[src/rtl/usb_ls_tx_pkg.sv]
// Package: shared frame states and coding constants for the low-speed transmitter.
package usb_ls_tx_pkg;
    typedef enum logic [2:0] {
        TX_IDLE,
        TX_LEAD_J,
        TX_DATA,
        TX_EOP,
        TX_TAIL_J
    } tx_state_e;

    localparam int STUFF_RUN = 6;  // ones in a row before a forced toggle
    localparam int BYTE_W    = 8;
    localparam int EOP_BITS  = 2;  // SE0 length in bit times
endpackage

[src/rtl/usb_ls_bit_timer.sv]
// Bit timer: counts clock cycles within one bit slot while a frame runs.
// Assumes: run stays high for the whole frame and drops only after a slot end.
module usb_ls_bit_timer #(
    parameter int BIT_CLKS = 8
) (
    input  logic clk,
    input  logic rst_n,
    input  logic run,
    output logic bit_end
);
    localparam int PH_W = (BIT_CLKS > 1) ? $clog2(BIT_CLKS) : 1;
    localparam logic [PH_W-1:0] PH_LAST = PH_W'(BIT_CLKS - 1);

    logic [PH_W-1:0] phase;

    // Phase counter: wraps at the last cycle of each slot, held at zero when idle.
    always_ff @(posedge clk) begin
        if (!rst_n || !run)
            phase <= '0;
        else if (phase == PH_LAST)
            phase <= '0;
        else
            phase <= phase + 1'b1;
    end

    assign bit_end = run && (phase == PH_LAST);

    // inside a slot the phase advances by exactly one each cycle.
    p_phase_step_r3: assert property (@(posedge clk) disable iff (!rst_n)
        (run && phase != PH_LAST) |=> (phase == $past(phase) + 1'b1));
endmodule

[src/rtl/usb_ls_byte_feeder.sv]
// Byte feeder: one-byte holding register filled from the source on each fetch.
// Assumes: src_rdy does not depend on src_take in the same cycle.
module usb_ls_byte_feeder #(
    parameter int BYTE_W = 8
) (
    input  logic              clk,
    input  logic              rst_n,
    input  logic              fetch,
    input  logic              src_rdy,
    input  logic [BYTE_W-1:0] src_data,
    output logic              src_take,
    output logic              underrun,
    output logic [BYTE_W-1:0] hold
);
    assign src_take = fetch && src_rdy;
    assign underrun = fetch && !src_rdy;

    // Holding register: captures the source byte, or zero when the source is empty.
    always_ff @(posedge clk) begin
        if (!rst_n)
            hold <= '0;
        else if (fetch)
            hold <= src_rdy ? src_data : '0;
    end

    // a starved fetch leaves a zero byte to be sent.
    p_zero_fill_r8: assert property (@(posedge clk) disable iff (!rst_n)
        underrun |=> (hold == '0));
endmodule

[src/rtl/usb_ls_nrzi_enc.sv]
// NRZI encoder with bit stuffing: keeps the line polarity and the run of ones.
// Assumes: step is raised once per bit slot, and clear at frame start.
module usb_ls_nrzi_enc #(
    parameter int STUFF_RUN = 6
) (
    input  logic clk,
    input  logic rst_n,
    input  logic clear,
    input  logic step,
    input  logic bit_val,
    output logic line_k,
    output logic stuff_due
);
    localparam int RUN_W = $clog2(STUFF_RUN + 1);

    logic [RUN_W-1:0] ones;

    assign stuff_due = (ones == RUN_W'(STUFF_RUN));

    // Line state and run length: a zero or a stuffed bit toggles, a one extends the run.
    always_ff @(posedge clk) begin
        if (!rst_n || clear) begin
            line_k <= 1'b0;
            ones   <= '0;
        end else if (step) begin
            if (stuff_due || !bit_val) begin
                line_k <= ~line_k;
                ones   <= '0;
            end else begin
                ones <= ones + 1'b1;
            end
        end
    end

    // the run of ones never passes the stuffing limit.
    p_run_limit_r5: assert property (@(posedge clk) disable iff (!rst_n)
        ones <= RUN_W'(STUFF_RUN));
    // a stuffed slot always flips the line.
    p_stuff_flip_r5: assert property (@(posedge clk) disable iff (!rst_n)
        (step && stuff_due && !clear) |=> (line_k != $past(line_k)));
endmodule

[src/rtl/usb_ls_tx.sv]
// Low-speed USB transmitter top: frame sequencing, byte shifting and line drive.
// Assumes: byte_cnt counts the sync byte; the source supplies the sync byte first.
module usb_ls_tx #(
    parameter int CNT_W    = 8,
    parameter int BIT_CLKS = 8
) (
    input  logic             clk,
    input  logic             rst_n,
    input  logic             start,
    input  logic [CNT_W-1:0] byte_cnt,
    output logic             busy,
    output logic             done,
    input  logic             src_rdy,
    input  logic [7:0]       src_data,
    output logic             src_take,
    output logic             underrun,
    output logic             usb_dp,
    output logic             usb_dm,
    output logic             usb_oe
);
    import usb_ls_tx_pkg::*;

    localparam int SH_W  = BYTE_W - 1;
    localparam int SC_W  = $clog2(BYTE_W);
    localparam int EOP_W = $clog2(EOP_BITS);

    tx_state_e         state;
    logic [CNT_W-1:0]  bytes_left;
    logic [SH_W-1:0]   sh;
    logic [SC_W-1:0]   sh_cnt;
    logic [EOP_W-1:0]  eop_idx;
    logic              done_q;

    logic              bit_end, line_k, stuff_due;
    logic [BYTE_W-1:0] hold;
    logic              accept, adv, have_bits, have_byte;
    logic              load, shift_now, go_eop, enc_step, bit_val, fetch;

    // Slot decisions: stuff first, then the current byte, then a new byte, else end of packet.
    always_comb begin
        accept    = (state == TX_IDLE) && start;
        adv       = bit_end && (state == TX_LEAD_J || state == TX_DATA);
        have_bits = (sh_cnt != '0);
        have_byte = (bytes_left != '0);
        shift_now = adv && !stuff_due && have_bits;
        load      = adv && !stuff_due && !have_bits && have_byte;
        go_eop    = adv && !stuff_due && !have_bits && !have_byte;
        enc_step  = adv && !go_eop;
        bit_val   = have_bits ? sh[0] : hold[0];
        fetch     = (accept && byte_cnt != '0) ||
                    (load && bytes_left > CNT_W'(1));
    end

    usb_ls_bit_timer #(.BIT_CLKS(BIT_CLKS)) u_timer (
        .clk     (clk),
        .rst_n   (rst_n),
        .run     (state != TX_IDLE),
        .bit_end (bit_end)
    );

    usb_ls_byte_feeder #(.BYTE_W(BYTE_W)) u_feeder (
        .clk      (clk),
        .rst_n    (rst_n),
        .fetch    (fetch),
        .src_rdy  (src_rdy),
        .src_data (src_data),
        .src_take (src_take),
        .underrun (underrun),
        .hold     (hold)
    );

    usb_ls_nrzi_enc #(.STUFF_RUN(STUFF_RUN)) u_enc (
        .clk       (clk),
        .rst_n     (rst_n),
        .clear     (accept),
        .step      (enc_step),
        .bit_val   (bit_val),
        .line_k    (line_k),
        .stuff_due (stuff_due)
    );

    // Frame sequencer: lead J, data slots, two SE0 slots, tail J, release.
    always_ff @(posedge clk) begin
        if (!rst_n) begin
            state      <= TX_IDLE;
            bytes_left <= '0;
            sh         <= '0;
            sh_cnt     <= '0;
            eop_idx    <= '0;
            done_q     <= 1'b0;
        end else begin
            done_q <= 1'b0;
            case (state)
                TX_IDLE: begin
                    if (start) begin
                        state      <= TX_LEAD_J;
                        bytes_left <= byte_cnt;
                        sh_cnt     <= '0;
                    end
                end
                TX_LEAD_J, TX_DATA: begin
                    if (go_eop) begin
                        state   <= TX_EOP;
                        eop_idx <= '0;
                    end else if (adv) begin
                        state <= TX_DATA;
                        if (load) begin
                            sh         <= hold[BYTE_W-1:1];
                            sh_cnt     <= SC_W'(BYTE_W - 1);
                            bytes_left <= bytes_left - CNT_W'(1);
                        end else if (shift_now) begin
                            sh     <= {1'b0, sh[SH_W-1:1]};
                            sh_cnt <= sh_cnt - SC_W'(1);
                        end
                    end
                end
                TX_EOP: begin
                    if (bit_end) begin
                        if (eop_idx == EOP_W'(EOP_BITS - 1))
                            state <= TX_TAIL_J;
                        else
                            eop_idx <= eop_idx + 1'b1;
                    end
                end
                TX_TAIL_J: begin
                    if (bit_end) begin
                        state  <= TX_IDLE;
                        done_q <= 1'b1;
                    end
                end
                default: state <= TX_IDLE;
            endcase
        end
    end

    // Line drive: J around the frame, NRZI level during data, SE0 at the end, zero when released.
    always_comb begin
        usb_oe = (state != TX_IDLE);
        case (state)
            TX_DATA:              begin usb_dp = line_k; usb_dm = ~line_k; end
            TX_LEAD_J, TX_TAIL_J: begin usb_dp = 1'b0;   usb_dm = 1'b1;    end
            default:              begin usb_dp = 1'b0;   usb_dm = 1'b0;    end
        endcase
    end

    assign busy = (state != TX_IDLE);
    assign done = done_q;

    // the first driven state of a frame is idle J.
    p_lead_j_r2: assert property (@(posedge clk) disable iff (!rst_n)
        $rose(busy) |-> (usb_oe && usb_dm && !usb_dp));
    // no line change inside a slot.
    p_slot_hold_r3: assert property (@(posedge clk) disable iff (!rst_n)
        (state != TX_IDLE && !bit_end) |=> $stable({usb_dp, usb_dm, usb_oe}));
    // both lines are never high together while driven.
    p_no_se1_r4: assert property (@(posedge clk) disable iff (!rst_n)
        usb_oe |-> !(usb_dp && usb_dm));
    // the done pulse coincides with the release of the bus.
    p_release_r6: assert property (@(posedge clk) disable iff (!rst_n)
        $fell(busy) |-> (done && !usb_oe && !usb_dp && !usb_dm));
    // a frame keeps running until its tail J ends.
    p_keep_busy_r9: assert property (@(posedge clk) disable iff (!rst_n)
        (busy && !(state == TX_TAIL_J && bit_end)) |=> busy);
endmodule

[config.mk]
export PLATFORM = sky130hd
export DESIGN_NAME = usb_ls_tx
export DESIGN_NICKNAME = d
export VERILOG_FILES = /design/src/rtl/usb_ls_tx_pkg.sv /design/src/rtl/usb_ls_bit_timer.sv /design/src/rtl/usb_ls_byte_feeder.sv /design/src/rtl/usb_ls_nrzi_enc.sv /design/src/rtl/usb_ls_tx.sv
export SDC_FILE = /design/constraint.sdc
export NUM_CORES = 1
export LEC_CHECK = 0
export BUFFER_PORTS_ARGS = -buffer_cell sky130_fd_sc_hd__buf_2
export CELL_PAD_IN_SITES_DETAIL_PLACEMENT = 2
export CELL_PAD_IN_SITES_GLOBAL_PLACEMENT = 2
export CORE_MARGIN = 5
export CORE_UTILIZATION = 38
export CTS_BUF_LIST = sky130_fd_sc_hd__clkbuf_8
export DETAILED_ROUTE_END_ITERATION = 8
export PLACE_DENSITY_LB_ADDON = 0.1
export SYNTH_ARGS = -nofsm -noshare
export SYNTH_HDL_FRONTEND = slang
export SYNTH_SLANG_ARGS = --single-unit
[constraint.sdc]
create_clock -name clk -period 3.13 [get_ports clk]
set_input_delay 0.4695 -clock clk [delete_from_list [all_inputs] [get_ports clk]]
set_output_delay 0.4695 -clock clk [all_outputs]
set_load 0.05 [all_outputs]
[Yosys cells after proc, flatten, opt, wreduce, memory -nomap -nowiden]
Cells that the tools add are included.
Cells by class
  add/sub/neg operators: 5
  magnitude comparators: 1
  equal/unequal tests: 16
  mux-type cells: 30
  bitwise gates (word level): 2
  reductions and logical operators: 44
Operators with widths (count)
  $mux W8: 5
  $mux W3: 12
  $ne A2 B2 Y1 const B: 8
  $pmux W8 S2: 1
  $reduce_bool A8 Y1: 2
  $reduce_and A5 Y1: 3
  $mux W7: 2
  $logic_and A1 B1 Y1: 13
  $pmux W3 S4: 1
  $eq A3 B3 Y1 const B: 3
  $gt A8 B1 Y1 const B: 1
  $logic_not A1 Y1: 8
  $sub A8 B1 Y8 const B: 1
  $add A3 B1 Y3 const B: 2
  $eq A3 B2 Y1 const B: 2
  $mux W1: 6
  $ne A3 B3 Y1 const B: 2
  $pmux W3 S2: 1
  $reduce_bool A2 Y1: 3
  $reduce_bool A3 Y1: 2
  $reduce_or A2 Y1: 3
  $logic_or A1 B1 Y1: 5
  $pmux W1 S2: 2
  $reduce_and A2 Y1: 2
  7 further kinds: 8
Word-level totals
  register bits after elaboration: 38
  input bits: 20
  output and inout bits: 7
  logic and storage cells: 108

[Longest topological paths before layout]
Gate-level depths: netlist (run 1).
  depth after elaboration: 10
  mapped depth: 9

[Modules after synthesis]
Synthesis (run 1) repeated with hierarchy kept, for this count alone.
Second synthesis, totals
  cells, all modules: 268
  area, all modules: 2374.8 µm²
By module, submodules not included
  usb_ls_tx: instances 1, cells an instance 200, area each 1699.1 µm²
  usb_ls_byte_feeder: instances 1, cells an instance 37, area each 349.1 µm²
  usb_ls_nrzi_enc: instances 1, cells an instance 22, area each 198.9 µm²
  usb_ls_bit_timer: instances 1, cells an instance 9, area each 127.6 µm²

[Worst setup path before layout (run 1)]
OpenSTA, ideal clock, no wires.
  path type: register to output
  from: register u_timer.phase[0]
  to: output port src_take
  arrival time: 2.314 ns
  required time: 2.660 ns
  path slack: 0.347 ns
  cell stages (with the launch flop): 8
  cell sequence: dfxtp_1 ha_1 ha_1 a21boi_4 nor4b_4 a21oi_1 buf_2 nor2b_1
On the way
  word-level cells in the longest chain between the ends: 9
Ends and longest elaborated chain
  start: declaration: RTL line usb_ls_bit_timer.sv:14  | logic [PH_W-1:0] phase;
  start signal: assignment: RTL line usb_ls_bit_timer.sv:23  | phase <= phase + 1'b1;
  $eq A3 B3 Y1: RTL line usb_ls_bit_timer.sv:26  | assign bit_end = run && (phase == PH_LAST);
  $logic_and A1 B1 Y1: RTL line usb_ls_bit_timer.sv:26
  $logic_and A1 B1 Y1: RTL line usb_ls_tx.sv:42  | adv = bit_end && (state == TX_LEAD_J || state == TX_DATA);
  $logic_and A1 B1 Y1 (3 in a row): RTL line usb_ls_tx.sv:46  | load = adv && !stuff_due && !have_bits && have_byte;
  $logic_and A1 B1 Y1: RTL line usb_ls_tx.sv:51  | (load && bytes_left > CNT_W'(1));
  $logic_or A1 B1 Y1: RTL line usb_ls_tx.sv:50  | fetch = (accept && byte_cnt != '0) ||
  $logic_and A1 B1 Y1: RTL line usb_ls_byte_feeder.sv:15  | assign src_take = fetch && src_rdy;
  end: declaration: RTL line usb_ls_tx.sv:15  | output logic src_take,
No other way between the ends.

[Final worst setup path (run 1)]
Same ends and word-level chain as after synthesis.

==> results of run 1 <==
==> state kept, by name, summed over array words and instances (netlist names) <==
register,cells
bytes_left,8
u_feeder.hold,8
sh,7
sh_cnt,3
state,3
u_enc.ones,3
u_timer.phase,3
done,1
eop_idx,1
u_enc.line_k,1
==> area by class of cell <==
| cell class | instances | area [sq um] |
|---|---|---|
| fill | 619 | 2850 |
| multi-input combinational | 177 | 1160 |
| sequential | 38 | 761 |
| timing repair buffer | 28 | 145 |
| tap | 70 | 87.6 |
| clock buffer | 5 | 68.8 |
| clock inverter | 3 | 37.5 |
| inverter | 9 | 33.8 |
==> kinds of logic after synthesis <==
kind of cell	synth area share, %
fa+ha+maj	4.93
simple gates	23.2
xor+xnor	0.862
compound gates	20.1
mux	7.88
buf+inv	5.60
flops	37.4
==> routing by layer <==
metal  global-route usage, %  vias up  wire length, microns
met5                       0        -                     0
met4                    4.01        0                    59
li1                        -      897                     -
met2                    28.3       26                  2710
met1                    23.3      916                  2790
met3                    4.26        6                   177
==> metrics by stage <==
step	cell area, sq um	instances
after floorplan	2030	238
after global placement	2180	322
after detailed placement	2180	322
after CTS	2290	330
after global routing	2290	330
final	2290	330
==> placed cells by master (no fill, tap or decap), drive strengths merged, types with 2 or more instances in the layout <==
master / synthesis / routed
or3: 3 / 3
a21oi: 26 / 26
inv: 9 / 11
clkbuf: 4 / 5
a211oi: 4 / 4
nor4: 5 / 5
or2: 2 / 2
o22ai: 4 / 4
nor3: 9 / 9
o21ai: 16 / 16
ha: 8 / 8
dfxtp: 38 / 38
and2: 5 / 5
mux2i: 16 / 16
nand2: 21 / 21
and3: 2 / 2
o211ai: 5 / 5
or4: 3 / 3
nor2b: 3 / 3
nand2b: 2 / 2
buf: 10 / 28
nand3: 12 / 12
a22oi: 2 / 2
nor2: 17 / 17
==> worst min path at each step <==
stage | to | slack (ps)
finish | u_timer.phase[0] | 430
global route | u_feeder.hold[3] | 440
CTS | u_feeder.hold[1] | 430
detailed placement | u_timer.phase[0] | 420
global placement | u_timer.phase[0] | 410
floorplan | u_timer.phase[0] | 400
==> power by group through the flow <==
stage          combinational [mW]  sequential (mW)  clock (mW)
6_report                    0.190            0.520       0.414
5_1_grt                     0.211            0.524       0.448
4_1_cts                     0.192            0.520       0.427
3_5_place_dp                0.188            0.531           0
3_3_place_gp                0.184            0.531           0
2_1_floorplan               0.146            0.520           0
==> worst max-delay path, cell delays in order (launching register included) <==
cell and delay [ps]:
sky130_fd_sc_hd__dfxtp_1 340, sky130_fd_sc_hd__ha_1 150, sky130_fd_sc_hd__ha_2 290, sky130_fd_sc_hd__a21boi_4 250, sky130_fd_sc_hd__nor4b_4 410, sky130_fd_sc_hd__a21oi_1 210
sky130_fd_sc_hd__nor2b_1 140, sky130_fd_sc_hd__buf_2 270
==> flow_results.xml, run 1 <==
<?xml version="1.0" encoding="UTF-8"?>
<metrics>
  <group name="status">
    <metric name="result_of_the_run" unit="">complete, no violations</metric>
  </group>
  <group name="grt">
    <metric name="grt_pass1_vias" unit="">1952</metric>
    <metric name="grt_start_max_net_pins" unit="">25</metric>
    <metric name="track_usage" unit="%">17.4</metric>
    <metric name="grt_first_pass_wirelength" unit="microns">9890</metric>
    <metric name="grt.overflow.total" unit="">0</metric>
    <metric name="grt_antenna_before_repair" unit="">0</metric>
  </group>
  <group name="cells_and_area">
    <metric name="diodes" unit="">0</metric>
    <metric name="fin_util" unit="%">44.6</metric>
    <metric name="final_layout_net_count" unit="">287</metric>
    <metric name="area_growth_from_synthesis_to_final_layout" unit="%">12.9</metric>
    <metric name="final_layout_size_suffix_gt1_share" unit="%">17.3</metric>
  </group>
  <group name="sta">
    <metric name="fin_crit_sh" unit="%">90.4</metric>
    <metric name="setup_repair_after_global_routing_missed_its_margin" unit="">no</metric>
    <metric name="timing_worst_slew_pin_value" unit="ps">754</metric>
    <metric name="drv_slew" unit="">0</metric>
    <metric name="timing.slew.headroom" unit="%">49.4</metric>
    <metric name="tns" unit="ps">0</metric>
    <metric name="timing.final.crit_period" unit="ps">2830</metric>
    <metric name="worst_slack" unit="ps">301</metric>
    <metric name="final.hold.worst_slack" unit="ps">428</metric>
    <metric name="achievable-frequency" unit="MHz">353</metric>
    <metric name="fin_skew" unit="ps">8.85</metric>
    <metric name="final-setup-viol-count" unit="">0</metric>
    <metric name="hold_viol" unit="">0</metric>
  </group>
  <group name="clocking">
    <metric name="cts.path.max_buffers" unit="">2</metric>
    <metric name="cts_max_level" unit="">2</metric>
    <metric name="post-cts-setup-buffers" unit="">0</metric>
    <metric name="clock_tree_from_tritoncts" unit="">yes</metric>
    <metric name="cts-buffers-inserted" unit="">5</metric>
    <metric name="postCtsHoldBufs" unit="">0</metric>
    <metric name="path_clk_slew" unit="ps">80</metric>
    <metric name="ctsResizeCount" unit="">0</metric>
    <metric name="clock-sinks" unit="">38</metric>
    <metric name="clk-insertion-delay-late" unit="ps">300</metric>
    <metric name="cts_root_buf" unit="">sky130_fd_sc_hd__clkbuf_8</metric>
  </group>
  <group name="logic_synthesis">
    <metric name="synthDominantCellAreaShare" unit="%">37.4</metric>
    <metric name="avgSynthCellArea" unit="sq um">8.54</metric>
    <metric name="ys_seq_area_share" unit="%">37.4</metric>
    <metric name="synth_area" unit="sq um">2030</metric>
    <metric name="postSynthCellCount" unit="">238</metric>
    <metric name="synth-seq-cells" unit="">38</metric>
    <metric name="synth.yosys.warnings" unit="">0</metric>
    <metric name="ys_dominant_reg_cell" unit="">sky130_fd_sc_hd__dfxtp_1</metric>
    <metric name="synth_commonest_cells" unit="">sky130_fd_sc_hd__dfxtp_1, sky130_fd_sc_hd__a21oi_1, sky130_fd_sc_hd__nand2_1</metric>
    <metric name="ys_top_cells_by_area" unit="">sky130_fd_sc_hd__dfxtp_1, sky130_fd_sc_hd__mux2i_1, sky130_fd_sc_hd__a21oi_1, sky130_fd_sc_hd__ha_1, sky130_fd_sc_hd__nand2_1</metric>
    <metric name="synth.lib_cells_used.distinct" unit="">46</metric>
    <metric name="synth-async-reset-ratio" unit="%">0</metric>
    <metric name="synth.most_common_cell" unit="">sky130_fd_sc_hd__dfxtp_1</metric>
    <metric name="synth-edff-count" unit="">0</metric>
    <metric name="synthDominantAreaCellType" unit="">sky130_fd_sc_hd__dfxtp_1</metric>
    <metric name="synth.net_count" unit="">266</metric>
  </group>
  <group name="pwr">
    <metric name="p_leak" unit="nW">0.905</metric>
    <metric name="clock_power_share" unit="%">36.8</metric>
    <metric name="switchingPower" unit="mW">0.327</metric>
    <metric name="sw_frac_of_total" unit="%">29.1</metric>
    <metric name="p_comb_share" unit="%">16.9</metric>
    <metric name="power_per_cell_area" unit="nW/um^2">490</metric>
    <metric name="internal_power" unit="mW">0.798</metric>
    <metric name="seq_power_share" unit="%">46.3</metric>
    <metric name="fin_total_pwr" unit="mW">1.12</metric>
    <metric name="power.ir.vdd_worst" unit="mV">0.263</metric>
  </group>
  <group name="placed_design">
    <metric name="detailedPlace.worstSlack" unit="ps">487</metric>
    <metric name="io_buffer_count" unit="">26</metric>
    <metric name="gpl.final_weighted_congestion" unit="">0.717</metric>
    <metric name="dp_hpwl" unit="microns">4170</metric>
  </group>
  <group name="worst_setup_path">
    <metric name="setup.worst_path.end_class" unit="">output pin</metric>
    <metric name="r2r_end" unit="">sh[3]</metric>
    <metric name="r2r_setup_slack" unit="ps">640</metric>
    <metric name="crit_path_kind" unit="">flip-flop to output pin</metric>
    <metric name="critical_path_data_arrival_time" unit="ps">2360</metric>
    <metric name="reg2reg_depth" unit="">7</metric>
    <metric name="cp_max_fo" unit="">8</metric>
    <metric name="required" unit="ps">2660</metric>
    <metric name="timing.critical_path.from_type" unit="">flip-flop</metric>
    <metric name="worstReg2RegStart" unit="">u_timer.phase[0]</metric>
    <metric name="cp-endpoint" unit="">src_take</metric>
    <metric name="worst_setup_path_startpoint" unit="">u_timer.phase[0]</metric>
  </group>
  <group name="job">
    <metric name="max_cap_viol_count" unit="">0</metric>
  </group>
  <group name="min_path">
    <metric name="type_of_the_worst_min_delay_path" unit="">flip-flop to flip-flop</metric>
    <metric name="whs_path_depth" unit="">1</metric>
    <metric name="holdCritStartpoint" unit="">u_timer.phase[0]</metric>
  </group>
  <group name="floorplanning">
    <metric name="number_of_rows_created_at_floorplan" unit="">26</metric>
    <metric name="start_util" unit="%">39.5</metric>
    <metric name="die_y" unit="microns">83.1</metric>
    <metric name="dieArea" unit="sq um">6910</metric>
    <metric name="floorplan.core_area" unit="sq um">5140</metric>
    <metric name="die-width" unit="microns">83.1</metric>
    <metric name="ioPinCount" unit="">27</metric>
  </group>
  <group name="detailed_routing">
    <metric name="detail_route.wirelength" unit="microns">5740</metric>
    <metric name="detail_route.vias_per_cell" unit="">5.59</metric>
    <metric name="detail_route.first_pass.iterations" unit="">4</metric>
    <metric name="vias" unit="">1845</metric>
    <metric name="drtIter0Drc" unit="">55</metric>
    <metric name="residual_antenna_violating_net_count_after_detailed_routing" unit="">0</metric>
    <metric name="drcViolationCount" unit="">0</metric>
    <metric name="dr_wl_cell" unit="microns">17.4</metric>
  </group>
</metrics>
Note: power is estimated with default switching activity, not from simulation.
==> run 2, diff against run 1 <==
--- a/config.mk
+++ b/config.mk
@@ -9,10 +9,11 @@
 export CELL_PAD_IN_SITES_DETAIL_PLACEMENT = 2
 export CELL_PAD_IN_SITES_GLOBAL_PLACEMENT = 2
 export CORE_MARGIN = 5
-export CORE_UTILIZATION = 38
+export CORE_UTILIZATION = 40
 export CTS_BUF_LIST = sky130_fd_sc_hd__clkbuf_8
 export DETAILED_ROUTE_END_ITERATION = 8
 export PLACE_DENSITY_LB_ADDON = 0.1
 export SYNTH_ARGS = -nofsm -noshare
 export SYNTH_HDL_FRONTEND = slang
+export SYNTH_HIERARCHICAL = 1
 export SYNTH_SLANG_ARGS = --single-unit
==> flow_results.xml, run 2 <==
<?xml version="1.0" encoding="UTF-8"?>
<metrics>
  <group name="pwr">
    <metric name="fin_total_pwr" unit="mW">1.17</metric>
    <metric name="p_leak" unit="nW">0.989</metric>
    <metric name="power.ir.vdd_worst" unit="mV">0.261</metric>
    <metric name="power_per_cell_area" unit="nW/um^2">442</metric>
  </group>
  <group name="floorplanning">
    <metric name="start_util" unit="%">40.6</metric>
    <metric name="die-width" unit="microns">87.1</metric>
    <metric name="dieArea" unit="sq um">7580</metric>
    <metric name="die_y" unit="microns">87.1</metric>
    <metric name="number_of_rows_created_at_floorplan" unit="">28</metric>
    <metric name="floorplan.core_area" unit="sq um">5850</metric>
    <metric name="ioPinCount" unit="">27</metric>
  </group>
  <group name="logic_synthesis">
    <metric name="synthXorXnorAreaFrac" unit="%">2.48</metric>
    <metric name="synth-edff-count" unit="">0</metric>
    <metric name="synth.most_common_cell" unit="">sky130_fd_sc_hd__dfxtp_1</metric>
    <metric name="synth.lib_cells_used.distinct" unit="">57</metric>
    <metric name="synthAdderAreaFrac" unit="%">4.74</metric>
    <metric name="synth-seq-cells" unit="">38</metric>
    <metric name="synth_compound_gate_area_share" unit="%">24.9</metric>
    <metric name="synth.area.mux_share" unit="%">3.48</metric>
    <metric name="avgSynthCellArea" unit="sq um">8.86</metric>
    <metric name="synthDominantAreaCellType" unit="">sky130_fd_sc_hd__dfxtp_1</metric>
    <metric name="yosys.area_share.simple" unit="%">24.9</metric>
    <metric name="synth_commonest_cells" unit="">sky130_fd_sc_hd__dfxtp_1, sky130_fd_sc_hd__nand2_1, sky130_fd_sc_hd__a21oi_1</metric>
    <metric name="synth-async-reset-ratio" unit="%">0</metric>
    <metric name="synthDominantCellAreaShare" unit="%">32.0</metric>
    <metric name="postSynthCellCount" unit="">268</metric>
    <metric name="ys_seq_area_share" unit="%">32.0</metric>
    <metric name="synth_top_family_by_area" unit="">compound AO/OA/AOI/OAI gates</metric>
    <metric name="ys_top_cells_by_area" unit="">sky130_fd_sc_hd__dfxtp_1, sky130_fd_sc_hd__nand2_1, sky130_fd_sc_hd__ha_1, sky130_fd_sc_hd__a311oi_2, sky130_fd_sc_hd__o32ai_1</metric>
    <metric name="synth.yosys.warnings" unit="">6</metric>
    <metric name="synth_area" unit="sq um">2370</metric>
    <metric name="synth.net_count" unit="">297</metric>
    <metric name="ys_dominant_reg_cell" unit="">sky130_fd_sc_hd__dfxtp_1</metric>
  </group>
  <group name="grt">
    <metric name="grt_first_pass_wirelength" unit="microns">12100</metric>
    <metric name="grt_antenna_before_repair" unit="">0</metric>
    <metric name="grt.overflow.total" unit="">0</metric>
    <metric name="track_usage" unit="%">20.4</metric>
    <metric name="grt_pass1_vias" unit="">2406</metric>
    <metric name="grt_start_max_net_pins" unit="">32</metric>
  </group>
  <group name="clocking">
    <metric name="cts_root_buf" unit="">sky130_fd_sc_hd__clkbuf_8</metric>
    <metric name="postCtsHoldBufs" unit="">0</metric>
    <metric name="post-cts-setup-buffers" unit="">0</metric>
    <metric name="clock_tree_from_tritoncts" unit="">yes</metric>
    <metric name="cts.path.max_buffers" unit="">2</metric>
    <metric name="clk-insertion-delay-late" unit="ps">290</metric>
    <metric name="cts_max_level" unit="">2</metric>
    <metric name="path_clk_slew" unit="ps">70</metric>
    <metric name="clock-sinks" unit="">38</metric>
    <metric name="cts-buffers-inserted" unit="">5</metric>
  </group>
  <group name="status">
    <metric name="result_of_the_run" unit="">complete, no violations</metric>
  </group>
  <group name="sta">
    <metric name="hold_viol" unit="">0</metric>
    <metric name="fin_crit_sh" unit="%">95.2</metric>
    <metric name="timing.slew.headroom" unit="%">57.3</metric>
    <metric name="achievable-frequency" unit="MHz">336</metric>
    <metric name="timing_worst_slew_pin_value" unit="ps">641</metric>
    <metric name="timing.final.crit_period" unit="ps">2980</metric>
    <metric name="drv_slew" unit="">0</metric>
    <metric name="setup_repair_after_global_routing_missed_its_margin" unit="">no</metric>
    <metric name="tns" unit="ps">0</metric>
    <metric name="final.hold.worst_slack" unit="ps">412</metric>
    <metric name="final-setup-viol-count" unit="">0</metric>
    <metric name="fin_skew" unit="ps">8.23</metric>
    <metric name="worst_slack" unit="ps">150</metric>
  </group>
  <group name="cells_and_area">
    <metric name="finish.cell_count_without_fillers" unit="">364</metric>
    <metric name="finish.instance_area" unit="sq um">2640</metric>
    <metric name="final_layout_size_suffix_gt1_share" unit="%">25.3</metric>
    <metric name="final_layout_net_count" unit="">319</metric>
    <metric name="layout_commonest_cell" unit="">sky130_fd_sc_hd__dfxtp_1</metric>
    <metric name="mostFrequentLayoutCells" unit="">sky130_fd_sc_hd__dfxtp_1, sky130_fd_sc_hd__nand2_1, sky130_fd_sc_hd__buf_2, sky130_fd_sc_hd__a21oi_1</metric>
    <metric name="diodes" unit="">0</metric>
    <metric name="fin_util" unit="%">45.2</metric>
    <metric name="area_growth_from_synthesis_to_final_layout" unit="%">11.3</metric>
    <metric name="largest_registers" unit="">bytes_left: 8 flops, u_feeder/hold: 8 flops, sh: 7 flops</metric>
  </group>
  <group name="placed_design">
    <metric name="gpl.final_weighted_congestion" unit="">0.741</metric>
    <metric name="place.detailed.instances" unit="">358</metric>
    <metric name="placed_cell_area" unit="sq um">2550</metric>
    <metric name="io_buffer_count" unit="">26</metric>
    <metric name="detailedPlace.worstSlack" unit="ps">249</metric>
    <metric name="dp_hpwl" unit="microns">5110</metric>
  </group>
  <group name="worst_setup_path">
    <metric name="reg2reg_depth" unit="">10</metric>
    <metric name="crit_path_kind" unit="">flip-flop to output pin</metric>
    <metric name="setup.worst_path.end_class" unit="">output pin</metric>
    <metric name="timing.critical_path.from_type" unit="">flip-flop</metric>
    <metric name="timing.critical_path.slowest_cell_delay" unit="ps">650</metric>
    <metric name="cp_max_fo" unit="">18</metric>
    <metric name="critical_path.cell_chain" unit="">or4_4 &gt; nor3_1 &gt; o21ai_0 &gt; a21o_4 &gt; and2_2 &gt; buf_2</metric>
    <metric name="critical_path.slowest_cell" unit="">sky130_fd_sc_hd__or4_4</metric>
    <metric name="critical_path_data_arrival_time" unit="ps">2510</metric>
    <metric name="required" unit="ps">2660</metric>
  </group>
  <group name="min_path">
    <metric name="whs_path_depth" unit="">3</metric>
    <metric name="type_of_the_worst_min_delay_path" unit="">input pin to flip-flop</metric>
  </group>
  <group name="detailed_routing">
    <metric name="met2RoutedLength" unit="microns">3540</metric>
    <metric name="dr_wl_cell" unit="microns">19.6</metric>
    <metric name="vias" unit="">2191</metric>
    <metric name="detail_route.wirelength" unit="microns">7130</metric>
    <metric name="detail_route.first_pass.iterations" unit="">4</metric>
    <metric name="m1WireLength" unit="microns">3210</metric>
    <metric name="met3_length" unit="microns">269</metric>
    <metric name="residual_antenna_violating_net_count_after_detailed_routing" unit="">0</metric>
    <metric name="detail_route.vias_per_cell" unit="">6.02</metric>
    <metric name="drtIter0Drc" unit="">50</metric>
    <metric name="highest_metal_used" unit="">met4</metric>
    <metric name="drcViolationCount" unit="">0</metric>
  </group>
  <group name="job">
    <metric name="max_cap_viol_count" unit="">0</metric>
  </group>
</metrics>
[run 2: changes by cell type in the layout (fill, tap and decap cells not counted), sizes merged, moves of 7 or more]
cell / delta
a21oi: -14
a311oi: +7
buf: +8
mux2i: -10
nand2: +12
nand3: -9
nand3b: +10
nand4: +7
nor2: -8
o32ai: +9
[run 2: worst paths after layout]
path,slack [ps],startpoint,end
worst max register to register,590,u_timer/phase[0],u_enc/line_k
worst min-delay path,410,src_data[7],u_feeder/hold[7]
worst min register to register,480,u_feeder/hold[7],u_feeder/hold[7]
worst max-delay path,150,bytes_left[3],src_take
[run 2: timing repair]
| action | CTS | global route |
|---|---|---|
| endpoints found under the setup margin | 2 | 2 |
| hold endpoints to repair | 0 | 0 |
| gates resized for setup | 1 | 2 |
[run 2: cell families after synthesis]
logic type | count (synthesis)
XOR/XNOR | 5
multiplexers | 8
buffers and inverters | 31
AO/OA/AOI/OAI | 73
adder cells (fa/ha/maj) | 9
flip-flops | 38
AND/OR/NAND/NOR | 104
[run 2: area by class of cell]
type | count | area, sq um
Sequential cell | 38 | 761
Fill cell | 675 | 3210
Inverter | 10 | 37.5
Multi-Input combinational cell | 199 | 1460
Timing Repair Buffer | 36 | 205
Clock buffer | 6 | 82.6
Tap cell | 75 | 93.8
[run 2: critical path, delay by kind of cell, from the launching register on]
kind                   cells  cell delay [ps]
AND/OR/NAND/NOR            3             1080
AO/OA/AOI/OAI              2              510
buffers and inverters      1              210
flip-flops                 1              410
[run 2: report_power, final]
| part | leakage [nW] | internal [mW] | switching [mW] |
|---|---|---|---|
| Combinational | 0.637 | 0.111 | 0.192 |
| Clock | 0.0431 | 0.170 | 0.172 |
| Sequential | 0.308 | 0.503 | 0.0214 |
| Total | 0.989 | 0.784 | 0.385 |
[run 2: metal layers]
metal	global-route usage, %	vias up
li1	-	1044
met1	24.3	1097
met2	36.5	41
met3	4.16	9
met4	6.37	0
met5	0	-
==> run 3, diff against run 2 <==
--- a/config.mk
+++ b/config.mk
@@ -5,13 +5,13 @@
 export SDC_FILE = /design/constraint.sdc
 export NUM_CORES = 1
 export LEC_CHECK = 0
-export BUFFER_PORTS_ARGS = -buffer_cell sky130_fd_sc_hd__buf_2
 export CELL_PAD_IN_SITES_DETAIL_PLACEMENT = 2
 export CELL_PAD_IN_SITES_GLOBAL_PLACEMENT = 2
 export CORE_MARGIN = 5
 export CORE_UTILIZATION = 40
 export CTS_BUF_LIST = sky130_fd_sc_hd__clkbuf_8
 export DETAILED_ROUTE_END_ITERATION = 8
+export DONT_BUFFER_PORTS = 1
 export PLACE_DENSITY_LB_ADDON = 0.1
 export SYNTH_ARGS = -nofsm -noshare
 export SYNTH_HDL_FRONTEND = slang
==> flow_results.xml, run 3 (synthesis results as in run 2) <==
<?xml version="1.0" encoding="UTF-8"?>
<metrics>
  <group name="cells_and_area">
    <metric name="area_growth_from_synthesis_to_final_layout" unit="%">10.1</metric>
    <metric name="mostFrequentLayoutCells" unit="">sky130_fd_sc_hd__dfxtp_1, sky130_fd_sc_hd__nand2_1, sky130_fd_sc_hd__a21oi_1, sky130_fd_sc_hd__buf_4, sky130_fd_sc_hd__nand3b_1</metric>
    <metric name="diodes" unit="">0</metric>
    <metric name="layout_commonest_cell" unit="">sky130_fd_sc_hd__dfxtp_1</metric>
    <metric name="filler_cell_count" unit="">639</metric>
    <metric name="final_layout_size_suffix_gt1_share" unit="%">19.9</metric>
    <metric name="finish.cell_count_without_fillers" unit="">342</metric>
    <metric name="final_layout_net_count" unit="">295</metric>
    <metric name="largest_registers" unit="">bytes_left: 8 flops, u_feeder/hold: 8 flops, sh: 7 flops</metric>
  </group>
  <group name="sta">
    <metric name="achievable-frequency" unit="MHz">341</metric>
    <metric name="timing.slew.headroom" unit="%">40.9</metric>
    <metric name="drv_slew" unit="">0</metric>
    <metric name="timing.final.crit_period" unit="ps">2930</metric>
    <metric name="tns" unit="ps">0</metric>
    <metric name="fin_crit_sh" unit="%">93.6</metric>
    <metric name="fin_skew" unit="ps">8.05</metric>
    <metric name="timing_worst_slew_pin_value" unit="ps">889</metric>
    <metric name="final-setup-viol-count" unit="">0</metric>
    <metric name="setup_repair_after_global_routing_missed_its_margin" unit="">no</metric>
    <metric name="hold_viol" unit="">0</metric>
  </group>
  <group name="floorplanning">
    <metric name="ioPinCount" unit="">27</metric>
    <metric name="die-width" unit="microns">87.1</metric>
    <metric name="die_y" unit="microns">87.1</metric>
    <metric name="start_util" unit="%">40.6</metric>
    <metric name="number_of_rows_created_at_floorplan" unit="">28</metric>
    <metric name="floorplan.core_area" unit="sq um">5850</metric>
    <metric name="dieArea" unit="sq um">7580</metric>
  </group>
  <group name="status">
    <metric name="result_of_the_run" unit="">complete, no violations</metric>
  </group>
  <group name="min_path">
    <metric name="type_of_the_worst_min_delay_path" unit="">input pin to flip-flop</metric>
    <metric name="holdCritStartpoint" unit="">rst_n</metric>
  </group>
  <group name="worst_setup_path">
    <metric name="cp_max_fo" unit="">18</metric>
    <metric name="setup.worst_path.end_class" unit="">output pin</metric>
    <metric name="cp_num_buf_inv" unit="">1</metric>
    <metric name="worst_setup_path_startpoint" unit="">bytes_left[0]</metric>
    <metric name="cp_top_family" unit="">simple AND/OR/NAND/NOR gates</metric>
    <metric name="timing.critical_path.from_type" unit="">flip-flop</metric>
    <metric name="critical_path_data_arrival_time" unit="ps">2460</metric>
    <metric name="critical_path.slowest_cell" unit="">sky130_fd_sc_hd__or3b_2</metric>
    <metric name="timing.critical_path.slowest_cell_delay" unit="ps">530</metric>
    <metric name="required" unit="ps">2660</metric>
    <metric name="critical_path.cell_chain" unit="">inv_1 &gt; ha_1 &gt; or3b_2 &gt; o2111a_2 &gt; a21o_4 &gt; and2_2</metric>
    <metric name="worstReg2RegStart" unit="">bytes_left[0]</metric>
    <metric name="crit_path_kind" unit="">flip-flop to output pin</metric>
  </group>
  <group name="clocking">
    <metric name="cts.path.max_buffers" unit="">2</metric>
    <metric name="cts_max_level" unit="">2</metric>
    <metric name="cts-buffers-inserted" unit="">5</metric>
    <metric name="postCtsHoldBufs" unit="">0</metric>
    <metric name="cts_root_buf" unit="">sky130_fd_sc_hd__clkbuf_8</metric>
    <metric name="clock-sinks" unit="">38</metric>
    <metric name="path_clk_slew" unit="ps">80</metric>
    <metric name="post-cts-setup-buffers" unit="">0</metric>
    <metric name="clock_tree_from_tritoncts" unit="">yes</metric>
    <metric name="clk-insertion-delay-late" unit="ps">300</metric>
  </group>
  <group name="grt">
    <metric name="grt_start_max_net_pins" unit="">38</metric>
    <metric name="grt_first_pass_wirelength" unit="microns">11700</metric>
    <metric name="grt.overflow.total" unit="">0</metric>
    <metric name="grt_pass1_vias" unit="">2327</metric>
    <metric name="grt_antenna_before_repair" unit="">0</metric>
    <metric name="track_usage" unit="%">19.5</metric>
  </group>
  <group name="placed_design">
    <metric name="place.detailed.instances" unit="">334</metric>
    <metric name="io_buffer_count" unit="">0</metric>
    <metric name="dp_hpwl" unit="microns">4990</metric>
    <metric name="gpl.final_weighted_congestion" unit="">0.768</metric>
  </group>
  <group name="job">
    <metric name="max_cap_viol_count" unit="">0</metric>
  </group>
  <group name="detailed_routing">
    <metric name="residual_antenna_violating_net_count_after_detailed_routing" unit="">0</metric>
    <metric name="detail_route.first_pass.iterations" unit="">4</metric>
    <metric name="dr_wl_cell" unit="microns">20.3</metric>
    <metric name="drtIter0Drc" unit="">44</metric>
    <metric name="drcViolationCount" unit="">0</metric>
    <metric name="detail_route.vias_per_cell" unit="">5.99</metric>
    <metric name="vias" unit="">2050</metric>
    <metric name="detail_route.wirelength" unit="microns">6930</metric>
  </group>
  <group name="pwr">
    <metric name="p_leak" unit="nW">0.924</metric>
    <metric name="power_per_cell_area" unit="nW/um^2">511</metric>
    <metric name="power.ir.vdd_worst" unit="mV">0.202</metric>
  </group>
</metrics>
## run 3: final cells by class
class,count,area (sq um),share of cell area [%]
clock buffer,6,82.6,3.16
tap,75,93.8,3.59
clock inverter,2,60.1,2.30
sequential,38,761,29.1
inverter,10,37.5,1.44
multi-input combinational,199,1480,56.5
timing repair buffer,12,103,3.92
## run 3: path summary, 6_finish.rpt
| check | endpoint | slack, ps | cells after the start |
|---|---|---|---|
| worst max-delay path | src_take | 200 | 6 |
| worst min-delay path | sh[6] | 290 | 1 |
| worst max register to register | bytes_left[1] | 670 | 6 |
| worst min register to register | u_feeder/hold[6] | 480 | 2 |
## run 3: per-layer routing
metal | routed length, microns | vias up | GRT usage [%] | share of wire [%]
li1 | - | 997 | - | -
met1 | 3170 | 1020 | 24.2 | 46
met2 | 3530 | 26 | 35.3 | 51
met3 | 174 | 7 | 3.12 | 2.5
met4 | 62 | 0 | 4.39 | 0.89
met5 | 0 | - | 0 | 0
## run 3: report_power, final
part / leakage (nW) / switching [mW] / internal, mW / total (mW)
logic: 0.545 / 0.179 / 0.102 / 0.281
clock network: 0.0714 / 0.191 / 0.340 / 0.532
registers: 0.308 / 0.0209 / 0.503 / 0.524
## run 3: repair_timing
action	in CTS	in global routing
setup endpoints to repair	2	2
endpoints found under the hold margin	0	0
resized for setup	2	1
## run 3: per-stage QoR
step           setup WS [ps]  hold slack (ps)  cell area [sq um]  total power [mW]  utilization (%)
2_1_floorplan           7.33              438               2390             0.756                -
3_3_place_gp             297              449               2460             0.804             42.1
3_5_place_dp             188              468               2460             0.811             42.1
4_1_cts                 87.0              282               2610              1.35             44.6
5_1_grt                 23.0              291               2620              1.39             44.7
6_report                 199              293               2620              1.34             44.7
